### config.mk
export PLATFORM = sky130hd
export DESIGN_NAME = lpc_mem_decoder
export DESIGN_NICKNAME = d
export VERILOG_FILES = /design/src/rtl/lpc_dec_pkg.sv /design/src/rtl/lpc_frame_track.sv /design/src/rtl/lpc_addr_shift.sv /design/src/rtl/lpc_cycle_fsm.sv /design/src/rtl/lpc_mem_decoder.sv
export SDC_FILE = /design/constraint.sdc
export NUM_CORES = 1
export LEC_CHECK = 0
export BUFFER_PORTS_ARGS = -buffer_cell sky130_fd_sc_hd__buf_2
export CORE_ASPECT_RATIO = 0.8
export CORE_MARGIN = 2
export CORE_UTILIZATION = 30
export DETAILED_ROUTE_END_ITERATION = 8
export PLACE_DENSITY = 0.57
export SETUP_SLACK_MARGIN = 0.05
export SYNTH_ARGS = -nofsm -noshare
export SYNTH_HDL_FRONTEND = slang
export SYNTH_HIERARCHICAL = 1
export SYNTH_SLANG_ARGS = --single-unit
export TNS_END_PERCENT = 5
### constraint.sdc
create_clock -name clk -period 2.5 [get_ports clk]
set_clock_uncertainty 0.05 [all_clocks]
set_input_delay 0.125 -clock clk [delete_from_list [all_inputs] [get_ports clk]]
set_output_delay 0.125 -clock clk [all_outputs]
set_load 0.03 [all_outputs]
### src/rtl/lpc_dec_pkg.sv
package lpc_dec_pkg;

  localparam int NIB_W = 4;

  typedef enum logic {
    ST_IDLE = 1'b0,
    ST_ADDR = 1'b1
  } dec_state_e;

endpackage

### src/rtl/lpc_frame_track.sv
module lpc_frame_track
  import lpc_dec_pkg::*;
#(
  parameter logic [NIB_W-1:0] START_CODE = '0
) (
  input  logic             clk,
  input  logic             rst_n,
  input  logic             frame_n,
  input  logic [NIB_W-1:0] nib_in,
  output logic             start_ok
);

  logic             low_q, low_d;
  logic [NIB_W-1:0] start_q, start_d;

  always_comb begin
    low_d   = ~frame_n;
    start_d = start_q;
    if (!frame_n) start_d = nib_in;
  end

  always_ff @(posedge clk or negedge rst_n) begin
    if (!rst_n) begin
      low_q   <= 1'b0;
      start_q <= '1;
    end else begin
      low_q   <= low_d;
      start_q <= start_d;
    end
  end

  // first high clock after a low stretch: check the nibble of its last low clock
  assign start_ok = low_q & frame_n & (start_q == START_CODE);

  AST_START_AFTER_LOW: assert property (@(posedge clk) disable iff (!rst_n)
    start_ok |-> $past(!frame_n) && frame_n);

endmodule

### src/rtl/lpc_addr_shift.sv
module lpc_addr_shift
  import lpc_dec_pkg::*;
#(
  parameter int ADDR_NIBS = 8,
  parameter int KEEP_BITS = 18,
  parameter int SEL_BIT   = 23
) (
  input  logic                 clk,
  input  logic                 rst_n,
  input  logic                 clr,
  input  logic                 shift_en,
  input  logic [NIB_W-1:0]     nib_in,
  output logic                 last,
  output logic [KEEP_BITS-1:0] addr_keep,
  output logic                 addr_sel
);

  localparam int ADDR_W   = NIB_W * ADDR_NIBS;
  localparam int CNT_W    = (ADDR_NIBS > 1) ? $clog2(ADDR_NIBS) : 1;
  localparam int SEL_IDX  = (ADDR_W - 1 - SEL_BIT) / NIB_W;
  localparam int SEL_LANE = SEL_BIT % NIB_W;

  logic [CNT_W-1:0]     cnt_q, cnt_d;
  logic [KEEP_BITS-1:0] keep_q, keep_d;
  logic                 sel_q, sel_d;
  logic                 sel_hit;

  assign last    = (cnt_q == CNT_W'(ADDR_NIBS - 1));
  assign sel_hit = shift_en && (cnt_q == CNT_W'(SEL_IDX));

  always_comb begin
    cnt_d = cnt_q;
    if (clr)                cnt_d = '0;
    else if (shift_en)      cnt_d = last ? '0 : cnt_q + CNT_W'(1);
  end

  // kept low bits: older nibbles fall off the top as new ones enter
  generate
    if (KEEP_BITS > NIB_W) begin : g_wide
      always_comb begin
        keep_d = keep_q;
        if (shift_en) keep_d = {keep_q[KEEP_BITS-NIB_W-1:0], nib_in};
      end
    end else begin : g_narrow
      always_comb begin
        keep_d = keep_q;
        if (shift_en) keep_d = nib_in[KEEP_BITS-1:0];
      end
    end
  endgenerate

  always_comb begin
    sel_d = sel_q;
    if (sel_hit) sel_d = nib_in[SEL_LANE];
  end

  always_ff @(posedge clk or negedge rst_n) begin
    if (!rst_n) begin
      cnt_q  <= '0;
      keep_q <= '0;
      sel_q  <= 1'b0;
    end else begin
      cnt_q  <= cnt_d;
      keep_q <= keep_d;
      sel_q  <= sel_d;
    end
  end

  assign addr_keep = keep_q;
  assign addr_sel  = sel_q;

  AST_CNT_WRAP: assert property (@(posedge clk) disable iff (!rst_n)
    (shift_en && last && !clr) |=> (cnt_q == '0));

  AST_CNT_CLEAR: assert property (@(posedge clk) disable iff (!rst_n)
    clr |=> (cnt_q == '0));

endmodule

### src/rtl/lpc_cycle_fsm.sv
module lpc_cycle_fsm
  import lpc_dec_pkg::*;
#(
  parameter logic [1:0] MEM_TYPE = 2'b01
) (
  input  logic       clk,
  input  logic       rst_n,
  input  logic       frame_n,
  input  logic       start_ok,
  input  logic [3:1] ctype,
  input  logic       last,
  output logic       clr,
  output logic       shift_en,
  output logic       busy,
  output logic       dir_wr,
  output logic       req_pulse,
  output logic       rej_pulse
);

  dec_state_e state_q, state_d;
  logic       dir_q, dir_d;
  logic       val_q, val_d;
  logic       rej_q, rej_d;

  always_comb begin
    state_d  = state_q;
    dir_d    = dir_q;
    val_d    = 1'b0;
    rej_d    = 1'b0;
    clr      = 1'b0;
    shift_en = 1'b0;
    unique case (state_q)
      ST_IDLE: begin
        if (start_ok && (ctype[3:2] == MEM_TYPE)) begin
          state_d = ST_ADDR;
          dir_d   = ctype[1];
          clr     = 1'b1;
        end else if (start_ok) begin
          rej_d = 1'b1;
        end
      end
      ST_ADDR: begin
        if (!frame_n) begin
          state_d = ST_IDLE;
        end else begin
          shift_en = 1'b1;
          if (last) begin
            state_d = ST_IDLE;
            val_d   = 1'b1;
          end
        end
      end
      default: state_d = ST_IDLE;
    endcase
  end

  always_ff @(posedge clk or negedge rst_n) begin
    if (!rst_n) begin
      state_q <= ST_IDLE;
      dir_q   <= 1'b0;
      val_q   <= 1'b0;
      rej_q   <= 1'b0;
    end else begin
      state_q <= state_d;
      if (clr) dir_q <= dir_d;
      val_q   <= val_d;
      rej_q   <= rej_d;
    end
  end

  assign busy      = (state_q == ST_ADDR);
  assign dir_wr    = dir_q;
  assign req_pulse = val_q;
  assign rej_pulse = rej_q;

  AST_REJ_IDLE: assert property (@(posedge clk) disable iff (!rst_n)
    rej_q |-> (state_q == ST_IDLE) && !val_q);

  AST_ONE_PULSE: assert property (@(posedge clk) disable iff (!rst_n)
    val_q |=> !val_q);

  AST_ABORT: assert property (@(posedge clk) disable iff (!rst_n)
    (state_q == ST_ADDR && !frame_n) |=> (state_q == ST_IDLE) && !val_q);

endmodule

### src/rtl/lpc_mem_decoder.sv
module lpc_mem_decoder
  import lpc_dec_pkg::*;
#(
  parameter int               ADDR_NIBS  = 8,
  parameter int               KEEP_BITS  = 18,
  parameter int               SEL_BIT    = 23,
  parameter logic [NIB_W-1:0] START_CODE = 4'b0000,
  parameter logic [1:0]       MEM_TYPE   = 2'b01
) (
  input  logic                 clk,
  input  logic                 rst_n,
  input  logic                 frame_n,
  input  logic [NIB_W-1:0]     nib_in,
  output logic                 req_valid,
  output logic                 req_write,
  output logic                 req_array,
  output logic [KEEP_BITS-1:0] req_addr,
  output logic                 busy,
  output logic                 cyc_reject
);

  logic [1:0] rst_sync_q;
  logic       rst_int_n;
  logic       start_ok, last, clr, shift_en;

  always_ff @(posedge clk or negedge rst_n) begin
    if (!rst_n) rst_sync_q <= 2'b00;
    else        rst_sync_q <= {rst_sync_q[0], 1'b1};
  end
  assign rst_int_n = rst_sync_q[1];

  lpc_frame_track #(
    .START_CODE (START_CODE)
  ) i_track (
    .clk      (clk),
    .rst_n    (rst_int_n),
    .frame_n  (frame_n),
    .nib_in   (nib_in),
    .start_ok (start_ok)
  );

  lpc_cycle_fsm #(
    .MEM_TYPE (MEM_TYPE)
  ) i_fsm (
    .clk       (clk),
    .rst_n     (rst_int_n),
    .frame_n   (frame_n),
    .start_ok  (start_ok),
    .ctype     (nib_in[3:1]),
    .last      (last),
    .clr       (clr),
    .shift_en  (shift_en),
    .busy      (busy),
    .dir_wr    (req_write),
    .req_pulse (req_valid),
    .rej_pulse (cyc_reject)
  );

  lpc_addr_shift #(
    .ADDR_NIBS (ADDR_NIBS),
    .KEEP_BITS (KEEP_BITS),
    .SEL_BIT   (SEL_BIT)
  ) i_shift (
    .clk       (clk),
    .rst_n     (rst_int_n),
    .clr       (clr),
    .shift_en  (shift_en),
    .nib_in    (nib_in),
    .last      (last),
    .addr_keep (req_addr),
    .addr_sel  (req_array)
  );

  AST_ENTRY_FROM_FRAME: assert property (@(posedge clk) disable iff (!rst_int_n)
    $rose(busy) |-> $past(frame_n) && !$past(frame_n, 2));

  AST_REQ_ENDS_BUSY: assert property (@(posedge clk) disable iff (!rst_int_n)
    req_valid |-> !busy && $past(busy));

  AST_NO_DOUBLE_PULSE: assert property (@(posedge clk) disable iff (!rst_int_n)
    $onehot0({req_valid, cyc_reject}));

endmodule

Word-level counts from Yosys, hierarchy flattened:

Index checks and enable logic that the tools add are counted.

* bits in registers: 33
* logic and storage cells: 39
* output and inout bits: 23
* input port bits: 7

* add/subtract/negate cells: 1
* reductions and logical operators: 5
* muxes and demuxes: 16
* equality and inequality tests: 3
* bitwise operators: 4

Operator list (number)
* 1-bit 2-to-1 mux: 12
* 3-bit 2-to-1 mux: 3
* 4-bit logical NOT: 1
* 3-bit by 1-bit adder with 3-bit output, second input constant: 1
* 3-bit by 2-bit == test with 1-bit output, second input constant: 1
* 3-bit == test, second input constant: 1
* 3-bit AND reduction: 1
* 1-bit AND: 2
* 2-bit by 1-bit == test with 1-bit output, second input constant: 1
* 1-bit logical AND: 2
* 1-bit NOT: 2
* 1-bit case mux with 2 select lines: 1
* 2-bit nonzero test: 1

Logic depth before layout (Yosys ltp):

Gate-level depths: netlist (run 1).

* depth after elaboration: 6
* depth in mapped cells: 4
* gate-level depth less buffers: 4

Cells and area by module:

Netlist (run 1), hierarchy kept.

Modules (own cells, without submodules)
* lpc_addr_shift: instances 1, cells an instance 56, area each 879.6 um^2, seq. area each 550.5 um^2
* lpc_frame_track: instances 1, cells an instance 12, area each 198.9 um^2, seq. area each 130.1 um^2
* lpc_cycle_fsm: instances 1, cells an instance 12, area each 172.7 um^2, seq. area each 100.1 um^2
* lpc_mem_decoder: instances 1, cells an instance 3, area each 53.8 um^2, seq. area each 50.0 um^2

Worst setup path after synthesis (run 1):

No wires, ideal clock.

* path type: register to register
* start: register i_track.start_q[0]
* end: register i_fsm.dir_q (netlist: i_fsm/dir_wr)
* cell stages (with the launch flop): 5
* slack: 768 ps
* library setup time: 125 ps
* period minus slack after synthesis: 1732 ps
* data arrival time: 1556 ps
* data required time: 2325 ps
* path buffers: 0
* path through: dfstp_2 or4b_1 nor3_2 and4bb_4 mux2_4

* longest elaborated chain between the ends: 6

RTL lines
* from (decl): RTL line lpc_frame_track.sv:14 `logic [NIB_W-1:0] start_q, start_d;`
* from (signal assigned): RTL line lpc_frame_track.sv:28 `start_q <= start_d;`
* 4-bit logical NOT: RTL line lpc_frame_track.sv:33 `assign start_ok = low_q & frame_n & (start_q == START_CODE);`
* 1-bit AND: RTL line lpc_frame_track.sv:33
* named net start_ok: RTL line lpc_mem_decoder.sv:24 `logic start_ok, last, clr, shift_en;`
* 1-bit logical AND: RTL line lpc_cycle_fsm.sv:34 `if (start_ok && (ctype[3:2] == MEM_TYPE)) begin`
* 1-bit 2-to-1 mux: RTL line lpc_cycle_fsm.sv:34
* 1-bit 2-to-1 mux: RTL line lpc_cycle_fsm.sv:32 `unique case (state_q)`
* named net clr: RTL line lpc_mem_decoder.sv:24
* 3-bit AND reduction (no line)
* to (signal assigned): RTL line lpc_cycle_fsm.sv:65 `if (clr) dir_q <= dir_d;`
* to (decl): RTL line lpc_cycle_fsm.sv:21 `logic dir_q, dir_d;`

The timed path passes the listed nets, and every way through them passes these cells.
A chain may end at the register's enable or synchronous reset.

Final worst setup path (run 1):

Ends and elaborated chain as after synthesis.

==> impl_metrics.tcl, run 1 <==
set metrics [dict create \
    status "finished clean" \
    netlist_area_um2 1310 \
    synth_xor_xnor_area_share_pct 0 \
    ctsResizeCount 0 \
    grt_pass1_wl_um 3550 \
    slowest_delay_ns 0.53 \
    area_growth_pct 23.3 \
    fp.dieW_um 77.7 \
    io_buffer_count 29 \
    path_class "reg -> reg" \
    fmax_mhz 557 \
    cts-root-buf "clkbuf_8" \
    synth_edf_count 0 \
    hold_viol 0 \
    die_h_um 63.0 \
    vias 764 \
    min_period_over_period_pct 71.9 \
    setup_viol 0 \
    placed_cell_area_um2 1520 \
    synthFlopType "dfrtp_1" \
    tightestPinTransition_ns 0.514 \
    yosys.area_share.simple_pct 8.15 \
    route.detailed.drc 0 \
    yosysSeqAreaShare_pct 63.7 \
    grt_overflow 0 \
    layout_setup_ws_ns 0.704 \
    crit_path_end_kind "flip-flop" \
    cp-start-kind "flip-flop" \
    clk_pin_slew_ns 0.06 \
    hpwl_um 1520 \
    rsz0062_at_grt "no" \
    leakage_nw 0.840 \
    yosys_warnings 6 \
    dieArea_um2 4900 \
    cts_made_buffers 5 \
    synth_top_area_cell "dfrtp_1" \
    ys_top_cells_by_area "dfrtp_1, mux2_2, dfstp_2, ha_1, or3b_1" \
    grt_max_degree 32 \
    power_density_nw_per_um2 671 \
    vias_per_cell 4.32 \
    synth_top_family_by_area "multiplexers" \
    synthAdderAreaFrac_pct 2.88 \
    grt_pass1_vias 776 \
    pre_cts_ws_ns 0.699 \
    worst_hold_path_type "in -> reg" \
    slew_violations 0 \
    dr.pass1.iters 2 \
    cp.required_ns 2.61 \
    htree_levels 2 \
    core_um2 4180 \
    drive_above_1_share_pct 58.3 \
    track_usage_pct 9.63 \
    vdd_drop_max_uv 342 \
    cp_num_buf_inv 0 \
    crit_arrival_ns 1.91 \
    syn_avg_cell_area_um2 15.7 \
    routed_wl_um 2190 \
    async_reset_ff_share_pct 100 \
    synth_top_cell_area_share_pct 55.6 \
    ant_nets 0 \
    clock_latency_ns 0.27 \
    slew_headroom_pct 65.7 \
    cap_violations 0 \
    cts.sinks 33 \
    yosysMostFrequentCell "dfrtp_1" \
    cts_setup_buffers 0 \
    syn_nets 93 \
    post-route-util_pct 38.5 \
    synth_compound_area_share_pct 1.44 \
    synth_cell_types 23 \
    antenna_cells 0 \
    postCtsHoldBufs 1 \
    muxShareOfSynthArea_pct 21.8 \
    clockBufferDepth 2 \
    path_cells "or4b_1 -> nor3_2 -> and4bb_4 -> mux2_4" \
    synth_cells 83 \
    dpl.cell_count 168 \
    io_pins 30 \
    synth_commonest_cells "dfrtp_1, mux2_2, dfstp_2, ha_1, inv_1" \
    tns_ns 0 \
    num_rows 21 \
    crit_family "simple AND/OR/NAND/NOR gates" \
    cp_max_fo 5 \
    final_design_area_no_fill_um2 1610 \
    gp_congestion 0.656 \
    period_minus_slack_ns 1.80 \
    antenna_found_initial 0 \
    synth_seq_cells 33 \
    routedWlPerCell_um 12.4 \
    fin_cells 177 \
    cts_tree "built" \
    fin_nets 129 \
    cp_slowest_cell "or4b_1" \
    start_util_pct 31.2 \
    first_iter_violations 19 \
    r2r_setup_slack_ns 0.70 \
]
## cell usage in the layout, fill, tap and decap left out, types with 2 or more instances in the layout
cell type / count
mux2_2: 23
nand2b_1: 2
clkbuf_8: 5
dfstp_2: 4
buf_2: 29
dfrtp_1: 29
inv_1: 3
clkinv_2: 2
ha_1: 3
a21oi_1: 2
or3b_1: 2
## path summary, 6_finish.rpt
path | cells after the start | end | startpoint
max | 4 | i_fsm/dir_wr | i_track/start_q[0]
min | 2 | i_fsm/dir_wr | nib_in[1]
max reg2reg | 4 | i_fsm/dir_wr | i_track/start_q[0]
min reg2reg | 1 | i_shift/addr_keep[8] | rst_sync_q[1]
max in group asynchronous | 1 | i_track/start_q[2] | rst_sync_q[1]
min in group asynchronous | 2 | rst_sync_q[1] | rst_n
## metal layers
| layer | GRT usage (%) | vias to the layer above | share of wire [%] |
|---|---|---|---|
| li1 | - | 357 | - |
| met1 | 11.3 | 387 | 44 |
| met2 | 14.4 | 18 | 49 |
| met3 | 4.19 | 2 | 6.4 |
| met4 | 6.03 | 0 | 0.82 |
| met5 | 0 | - | 0 |
## worst reg2reg max path: cells and delay by family (launching register included)
family / cells / cell delay (ns)
mux: 1 / 0.30
simple gates: 3 / 0.98
flops: 1 / 0.37
## layout make-up
| cell class | count | area (um^2) |
|---|---|---|
| Timing Repair Buffer | 31 | 163 |
| Clock inverter | 2 | 10.0 |
| Inverter | 3 | 11.3 |
| Clock buffer | 6 | 72.6 |
| Tap cell | 57 | 71.3 |
| Fill cell | 399 | 2570 |
| Sequential cell | 33 | 831 |
| Multi-Input combinational cell | 45 | 450 |
## sequential cells by signal, summed over array words and instances, names as in the netlist
register,count
i_fsm/busy,1
i_fsm/dir_wr,1
i_fsm/rej_pulse,1
i_fsm/req_pulse,1
i_shift/addr_keep,18
i_shift/addr_sel,1
i_shift/cnt_q,3
i_track/low_q,1
i_track/start_q,4
rst_sync_q,2
## logic make-up (layout without fill, tap and decap cells)
| logic type | after synthesis | in the layout |
|---|---|---|
| simple gates | 13 | 13 |
| buf+inv | 5 | 42 |
| other cells | 1 | 1 |
| mux | 25 | 25 |
| compound gates | 3 | 3 |
| flops | 33 | 33 |
| fa+ha+maj | 3 | 3 |
## per-stage QoR
step	power [mW]	hold WS [ns]
6_report	1.08	0.0571
5_1_grt	1.13	0.0620
4_1_cts	1.10	0.0478
3_5_place_dp	0.722	-0.139
3_3_place_gp	0.719	-0.140
2_1_floorplan	0.680	-0.221
## report_power, final
part / total [mW] / internal (mW) / leakage (nW) / switching [mW]
Sequential: 0.594 / 0.572 / 0.436 / 0.0221
Combinational: 0.117 / 0.0456 / 0.360 / 0.0715
Clock: 0.369 / 0.192 / 0.0450 / 0.177
Total: 1.08 / 0.810 / 0.840 / 0.271
No activity file was read; power rests on OpenSTA's default activity.
==> run 2: changes to the inputs <==
Settings changed: PLACE_DENSITY 0.57 to 0.58.
Clock period 2.5 ns to 1.5 ns, I/O delays scaled along.
==> run 2 against run 1 <==
Compared with the run above: the flow now finishes with violations (setup timing); global-route usage grew 1.1 points; cell count grew 2.3%; sequential cell count is the same; wire length grew 5.2%; power grew 68%; highest routed layer unchanged; register-to-register slack lost 0.95 ns; die area is the same; critical endpoint unchanged.
==> impl_metrics.tcl, run 2 (synthesized netlist as in run 1, its figures left out) <==
set metrics [dict create \
    status "finished with violations" \
    violations "setup timing" \
    cts-root-buf "clkbuf_8" \
    io_buffer_count 29 \
    reg2reg_from "i_track/start_q[0]" \
    io_pins 30 \
    layout_setup_ws_ns -0.242 \
    clk_pin_slew_ns 0.06 \
    min_from "nib_in[1]" \
    dieArea_um2 4900 \
    rsz0062_at_grt "yes" \
    fin_cells 181 \
    dpl.cell_count 171 \
    gp_congestion 0.684 \
    fin_nets 133 \
    power_density_nw_per_um2 1090 \
    grt_pass1_wl_um 3990 \
    antenna_cells 0 \
    hold_viol 0 \
    htree_levels 2 \
    routedWlPerCell_um 12.7 \
    vias_per_cell 4.32 \
    grt_max_degree 32 \
    clock_latency_ns 0.28 \
    vias 782 \
    antenna_found_initial 0 \
    p_total_mw 1.81 \
    setup_viol 5 \
    hold_path_end "i_fsm/dir_wr" \
    holdPathStages 2 \
    route.detailed.drc 0 \
    fp.dieW_um 77.7 \
    cts_made_buffers 5 \
    worst_hold_path_type "in -> reg" \
    post-route-util_pct 39.8 \
    cp_max_fo 2 \
    area_growth_pct 27.3 \
    grt_pass1_vias 884 \
    crit_arrival_ns 1.86 \
    dr.pass1.iters 4 \
    fmax_mhz 574 \
    path_class "reg -> reg" \
    ant_nets 0 \
    cts.sinks 33 \
    final_design_area_no_fill_um2 1660 \
    slew_violations 0 \
    cp-start-kind "flip-flop" \
    die_h_um 63.0 \
    track_usage_pct 10.7 \
    vdd_drop_max_uv 602 \
    num_rows 21 \
    clockBufferDepth 2 \
    min_period_over_period_pct 116 \
    core_um2 4180 \
    crit_path_end_kind "flip-flop" \
    drive_above_1_share_pct 58.1 \
    cap_violations 0 \
    r2r_setup_slack_ns -0.24 \
    leakage_nw 0.862 \
    largest_reg_flops 18 \
    cp.required_ns 1.61 \
    cts_setup_buffers 0 \
    start_util_pct 31.2 \
    cts_tree "built" \
    hpwl_um 1660 \
    routed_wl_um 2300 \
    placed_cell_area_um2 1550 \
    final_cell_mix "dfrtp_1, buf_2, mux2_2" \
    timing.hold.ws_ns 0.0133 \
    first_iter_violations 11 \
    rr_worst_depth 4 \
    period_minus_slack_ns 1.74 \
    grt_overflow 0 \
    reg2reg_to "i_fsm/dir_wr" \
]
[run 2: changes by cell type in the layout (fill, tap and decap cells not counted), sizes merged]
cell / change
dlygate4sd3: +1
clkbuf: +2
buf: +3
clkinv: -2
[run 2: repair_timing]
action	4_1_cts	5_1_grt
hold buffers	2	0
resized for setup	0	2
hold endpoints to repair	4	0
endpoints found under the setup margin	5	6
[run 2: worst max path at each step]
stage / startpoint / to / slack, ns / cells after the start
floorplan: i_track/start_q[0] / i_fsm/dir_wr / -0.23 / 4
global placement: i_track/start_q[0] / i_fsm/dir_wr / -0.22 / 4
detailed placement: i_track/start_q[0] / i_fsm/dir_wr / -0.24 / 4
CTS: i_track/start_q[0] / i_fsm/dir_wr / -0.25 / 4
global route: i_track/start_q[0] / i_fsm/dir_wr / -0.28 / 4
finish: i_track/start_q[0] / i_fsm/dir_wr / -0.24 / 4
[run 2: area by class of cell]
class | instances | area (um^2)
Clock buffer | 8 | 80.1
Fill cell | 393 | 2520
Inverter | 3 | 11.3
Multi-Input combinational cell | 45 | 460
Sequential cell | 33 | 831
Tap cell | 57 | 71.3
Timing Repair Buffer | 35 | 208
[run 2: stage by stage]
stage               setup slack, ns  setup TNS (ns)
floorplan                    -0.226          -0.226
global placement             -0.224          -0.631
detailed placement           -0.239          -0.703
CTS                          -0.249          -0.753
global route                 -0.282          -0.962
finish                       -0.242          -0.715
[run 2: layer usage]
layer / share of wire [%] / GRT usage [%]
met3: 5.6 / 4.05
met2: 49 / 18.3
met1: 43 / 11.3
met4: 1.9 / 6.03
met5: 0 / 0
[run 2: where the power goes]
| group | switching (mW) | internal [mW] | leakage [nW] |
|---|---|---|---|
| combinational | 0.125 | 0.0801 | 0.387 |
| clock | 0.288 | 0.329 | 0.0395 |
| sequential | 0.0359 | 0.953 | 0.436 |
| total | 0.449 | 1.36 | 0.862 |
[run 2: worst max-delay path, stage by stage (launching register included)]
cell and delay, ns:
dfstp_2 0.37, or4b_4 0.54, nor3_4 0.13, and4bb_4 0.26, mux2_4 0.29
